`config.mk`:
```
export PLATFORM = sky130hd
export DESIGN_NAME = mcs_setup_retype
export DESIGN_NICKNAME = d
export VERILOG_FILES = /design/src/rtl/mcs_pkg.sv /design/src/rtl/mcs_conv_detect.sv /design/src/rtl/mcs_route_splice.sv /design/src/rtl/mcs_out_stage.sv /design/src/rtl/mcs_setup_retype.sv
export SDC_FILE = /design/constraint.sdc
export NUM_CORES = 1
export LEC_CHECK = 0
export ABC_CLOCK_PERIOD_IN_PS = 1200
export BUFFER_PORTS_ARGS = -buffer_cell sky130_fd_sc_hd__buf_2
export CAP_MARGIN = 20
export CORE_ASPECT_RATIO = 1.4
export CORE_MARGIN = 3
export CORE_UTILIZATION = 40
export DETAILED_ROUTE_END_ITERATION = 8
export GPL_ROUTABILITY_DRIVEN = 0
export MAX_ROUTING_LAYER = met4
export PLACE_DENSITY = 0.8
export SYNTH_ARGS = -nofsm -noshare
export SYNTH_HDL_FRONTEND = slang
export SYNTH_SLANG_ARGS = --single-unit
```
`constraint.sdc`:
```
create_clock -name clk -period 1.2 [get_ports clk]
set_clock_uncertainty 0.1 [all_clocks]
set_input_delay 0.24 -clock clk [delete_from_list [all_inputs] [get_ports clk]]
set_output_delay 0.24 -clock clk [all_outputs]
set_load 0.05 [all_outputs]
```
`src/rtl/mcs_pkg.sv`:
```
package mcs_pkg;

  localparam int FT_W = 2;
  localparam int PT_W = 3;

  typedef enum logic [FT_W-1:0] {
    FT_HEAD = 2'b00,
    FT_SOLO = 2'b01,
    FT_BODY = 2'b10,
    FT_TAIL = 2'b11
  } ftype_e;

  typedef enum logic [PT_W-1:0] {
    PT_UNICAST   = 3'b000,
    PT_SETUP_A   = 3'b001,
    PT_SETUP_B   = 3'b010,
    PT_SETUP_ACK = 3'b011,
    PT_CLEAR     = 3'b100,
    PT_CLEAR_ACK = 3'b101,
    PT_DATA      = 3'b110,
    PT_RSVD      = 3'b111
  } ptype_e;

  // head or single-flit: the flits that open a packet
  function automatic logic is_leading(input logic [FT_W-1:0] ft);
    return (ft == FT_HEAD) || (ft == FT_SOLO);
  endfunction

endpackage

```
`src/rtl/mcs_conv_detect.sv`:
```
module mcs_conv_detect
  import mcs_pkg::*;
#(
  parameter int DIST_W = 3
) (
  input  logic              valid,
  input  logic [FT_W-1:0]   ftype,
  input  logic [PT_W-1:0]   ptype,
  input  logic [DIST_W-1:0] xdist,
  input  logic [DIST_W-1:0] ydist,
  output logic              convert
);

  logic arrived;
  logic first_phase;

  always_comb begin
    arrived     = ~|{xdist, ydist};
    first_phase = (ptype == PT_SETUP_A);
    convert     = valid && is_leading(ftype) && first_phase && arrived;
  end

endmodule

```
`src/rtl/mcs_route_splice.sv`:
```
module mcs_route_splice
  import mcs_pkg::*;
#(
  parameter int FLIT_W = 41,
  parameter int RT_LSB = 25,
  parameter int RT_W   = 11,
  parameter int PT_LSB = 36
) (
  input  logic [FLIT_W-1:0] flit_in,
  input  logic              convert,
  input  logic [RT_W-1:0]   route_new,
  output logic [FLIT_W-1:0] flit_out
);

  always_comb begin
    flit_out = flit_in;
    if (convert) begin
      flit_out[PT_LSB +: PT_W] = PT_SETUP_B;
      flit_out[RT_LSB +: RT_W] = route_new;
    end
  end

endmodule

```
`src/rtl/mcs_out_stage.sv`:
```
module mcs_out_stage #(
  parameter int W = 41
) (
  input  logic         clk,
  input  logic         rst,
  input  logic         d_valid,
  input  logic [W-1:0] d,
  output logic         q_valid,
  output logic [W-1:0] q
);

  always_ff @(posedge clk) begin
    if (rst) begin
      q_valid <= 1'b0;
      q       <= '0;
    end else begin
      q_valid <= d_valid;
      if (d_valid) q <= d;
    end
  end

endmodule

```
`src/rtl/mcs_setup_retype.sv`:
```
module mcs_setup_retype
  import mcs_pkg::*;
#(
  parameter int DIST_W = 3,
  parameter int PORT_W = 3,
  parameter int SRC_W  = 4,
  parameter int TIDX_W = 4,
  parameter int PAY_W  = 16,
  localparam int RT_W     = 2 + 2 * DIST_W + PORT_W,
  localparam int SC_POS   = PAY_W,
  localparam int TIDX_LSB = SC_POS + 1,
  localparam int SRC_LSB  = TIDX_LSB + TIDX_W,
  localparam int RT_LSB   = SRC_LSB + SRC_W,
  localparam int PT_LSB   = RT_LSB + RT_W,
  localparam int FT_LSB   = PT_LSB + PT_W,
  localparam int FLIT_W   = FT_LSB + FT_W
) (
  input  logic              clk,
  input  logic              rst,
  input  logic              in_valid,
  input  logic [FLIT_W-1:0] in_flit,
  output logic              out_valid,
  output logic [FLIT_W-1:0] out_flit
);

  // position of the hop counts inside the routing block
  localparam int YD_LSB = RT_LSB + PORT_W;
  localparam int XD_LSB = YD_LSB + DIST_W;

  generate
    if (PAY_W < RT_W) begin : g_bad_cfg
      $error("payload narrower than the routing block");
    end
  endgenerate

  logic              convert;
  logic [RT_W-1:0]   route_new;
  logic [FLIT_W-1:0] flit_next;

  assign route_new = in_flit[PAY_W-1 -: RT_W];

  mcs_conv_detect #(.DIST_W(DIST_W)) u_detect (
    .valid   (in_valid),
    .ftype   (in_flit[FT_LSB +: FT_W]),
    .ptype   (in_flit[PT_LSB +: PT_W]),
    .xdist   (in_flit[XD_LSB +: DIST_W]),
    .ydist   (in_flit[YD_LSB +: DIST_W]),
    .convert (convert)
  );

  mcs_route_splice #(
    .FLIT_W (FLIT_W),
    .RT_LSB (RT_LSB),
    .RT_W   (RT_W),
    .PT_LSB (PT_LSB)
  ) u_splice (
    .flit_in   (in_flit),
    .convert   (convert),
    .route_new (route_new),
    .flit_out  (flit_next)
  );

  mcs_out_stage #(.W(FLIT_W)) u_out (
    .clk     (clk),
    .rst     (rst),
    .d_valid (in_valid),
    .d       (flit_next),
    .q_valid (out_valid),
    .q       (out_flit)
  );

endmodule

```
==> results.py <==
metrics = {
    "timing": {
        "fmax_mhz": 851,
        "rsz0062_at_grt": "true",
        "slew_violations": 0,
        "max_slew.worst_pin.slew_ns": 0.268,
        "relSlewSlack_pct": 82.1,
        "finalCritPeriodShare_pct": 97.9,
        "final-setup-viol-count": 0,
        "whs_ns": 0.0822,
        "finalHoldViolCount": 0,
        "min_period_ns": 1.17,
    },
    "run_status": {
        "outcome": "complete, no violations",
    },
    "floorplanning": {
        "ios": 86,
        "start_util_pct": 43.0,
        "dieHeight_um": 81.7,
        "rows": 26,
        "die_w_um": 60.0,
        "die_area_um2": 4900,
        "core_um2": 3810,
    },
    "min_path": {
        "min_path_type": "primary input to register",
        "hp-start": "in_flit[16]",
        "holdPathStages": 3,
        "whs_endpoint": "u_out.q[16]",
    },
    "route": {
        "wl_um": 4230,
        "postRouteAntennaNets": 0,
        "drtIter0Drc": 45,
        "wl_per_cell_um": 14.1,
        "routed_via_density": 4.98,
        "firstDrtPassIters": 2,
        "vias": 1499,
        "drc_errors": 0,
    },
    "finish": {
        "area_growth_pct": 59.1,
        "final_layout_size_suffix_gt1_share_pct": 49.4,
        "fin_util_pct": 68.3,
        "fin_area_um2": 2600,
        "fillCellCount": 299,
        "final_nets": 302,
        "antenna_cells": 0,
        "fin_cells": 301,
    },
    "clock_tree": {
        "clockRootBuffer": "clkbuf_8",
        "clkTransAtPathRegs_ns": 0.08,
        "cts-htree-levels": 2,
        "clock-sinks": 42,
        "clk_path_buf_depth": 2,
        "clkLatencyLatePin_ns": 0.28,
        "cts_buffers": 5,
        "postCtsHoldBufs": 0,
        "cts_tree": "yes",
        "cts_setup_buffers": 0,
    },
    "worst_setup_path": {
        "crit_path_max_incr_delay_ns": 0.35,
        "critical_path_class": "register to output port",
        "timing.rr.start": "u_out.q[34]",
        "critPathRequiredTime_ns": 0.86,
        "crit_path_end_kind": "output port",
        "cp_num_buf_inv": 1,
        "crit_family": "flip-flops",
        "r2r_cells": 2,
        "cp_cell_sequence": "buf_4",
        "start_kind": "register",
        "reg2reg_to": "u_out.q[34]",
        "crit_slowest_cell": "dfxtp_1",
        "critPathMaxFanout": 2,
        "reg2reg_slack_ns": 0.35,
        "worstPathArrival_ns": 0.83,
    },
    "global_routing": {
        "grt_usage_pct": 17.4,
        "grt_pass1_vias": 1444,
        "grt_pass1_wl_um": 6340,
        "antenna_found_initial": 0,
        "grt_max_degree": 29,
        "overflow": 0,
    },
    "yosys": {
        "syn_area_um2": 1640,
        "ys_ff_latch": 42,
        "seq_area_frac_synth_pct": 51.4,
        "ys_warn_count": 0,
        "syn_inst": 166,
        "avgSynthCellArea_um2": 9.85,
        "syn_nets": 210,
        "synth_cell_types": 20,
    },
    "placed_design": {
        "dpl.hpwl_um": 2870,
        "dp.cells": 291,
        "placed_area_um2": 2160,
        "io_buffer_count": 85,
    },
    "run": {
        "drv_cap": 0,
    },
    "pwr": {
        "powerDensity_nw_per_um2": 1270,
        "p_total_w": 0.00330,
        "pwr-share-comb_pct": 25.2,
        "p_leak_nw": 1.27,
        "clock_power_share_pct": 28.2,
        "seqPwrFrac_pct": 46.6,
        "intPower_w": 0.00228,
        "ir_worst_vdd_v": 0.000933,
        "switchingPower_w": 0.00103,
        "switching_share_pct": 31.1,
    },
}
## per-stage QoR
stage | worst slack, ns | setup TNS (ns)
2_1_floorplan | -0.0953 | -0.553
3_3_place_gp | -0.345 | -5.38
3_5_place_dp | -0.389 | -5.94
4_1_cts | 0.00181 | 0
5_1_grt | -0.0182 | -0.0532
6_report | 0.0255 | 0
## power by group through the flow
stage	sequential [W]	combinational [W]	clock (W)
finish	0.00154	0.000833	0.000931
global route	0.00155	0.000885	0.00102
CTS	0.00152	0.000773	0.000962
detailed placement	0.00155	0.000717	0
global placement	0.00155	0.000708	0
floorplan	0.00186	0.000188	0
## registers in the layout (all words and copies together) (netlist names)
register and flops:
u_out.q 41, u_out.q_valid 1
## cell usage after synthesis (all sizes together)
cell type | n | area [um^2]
or2b | 3 | 22.5
and3b | 5 | 43.8
nor4b | 1 | 15.0
nand2b | 4 | 25.0
nor4 | 6 | 50.0
nand3b | 1 | 7.51
clkbuf | 5 | 18.8
a21oi | 7 | 35.0
nor3b | 6 | 45.0
dfxtp | 42 | 841
nor3 | 7 | 35.0
buf | 8 | 47.5
nor2b | 1 | 6.26
nor2 | 41 | 154
and4 | 1 | 8.76
mux2i | 28 | 280
## kinds of logic after synthesis
group | Yosys count | share of synthesized area, %
compound gates | 7 | 2.14
simple gates | 76 | 25.2
buf+inv | 13 | 4.05
flops | 42 | 51.4
mux | 28 | 17.1
## how the worst max path moves through the flow
stage,startpoint,end,slack (ns),cells after the start
6_report,u_out.q[40],out_flit[40],0.03,1
5_1_grt,in_flit[29],u_out.q[34],-0.02,6
4_1_cts,in_flit[32],u_out.q[35],0.002,6
3_5_place_dp,in_flit[32],u_out.q[35],-0.39,6
3_3_place_gp,in_flit[32],u_out.q[25],-0.35,6
2_1_floorplan,in_flit[32],u_out.q[36],-0.1,6
## layer usage
layer | vias to the layer above | share of wire [%] | track usage [%]
li1 | 743 | - | -
met1 | 690 | 39 | 20.5
met2 | 58 | 51 | 27.9
met3 | 8 | 7.6 | 6.13
met4 | 0 | 1.7 | 4.66
met5 | - | 0 | -
## layout make-up
type,instances,area (um^2),area share (%)
Timing Repair Buffer,98,793,30.5
Sequential cell,42,847,32.6
Clock inverter,2,12.5,0.481
Tap cell,42,52.6,2.02
Clock buffer,6,82.6,3.17
Multi-Input combinational cell,111,813,31.3
## layout by cell type, fill, tap and decap left out, types with 5 or more instances in the layout
cell type	Yosys	routed
buf_6	1	36
a21oi_1	7	5
and3b_1	5	5
dfxtp_1	42	37
clkbuf_8	0	6
nor3b_2	0	6
buf_2	5	41
buf_4	1	19
dfxtp_2	0	5
mux2i_1	28	28
nor2_1	41	41
## timing repair
| action | 4_1_cts | 5_1_grt |
|---|---|---|
| pin swaps | 1 | 7 |
| gates cloned | 0 | 2 |
| setup endpoints to repair | 48 | 40 |
| resized for setup | 45 | 55 |
Note: power is estimated with default switching activity, not from simulation.
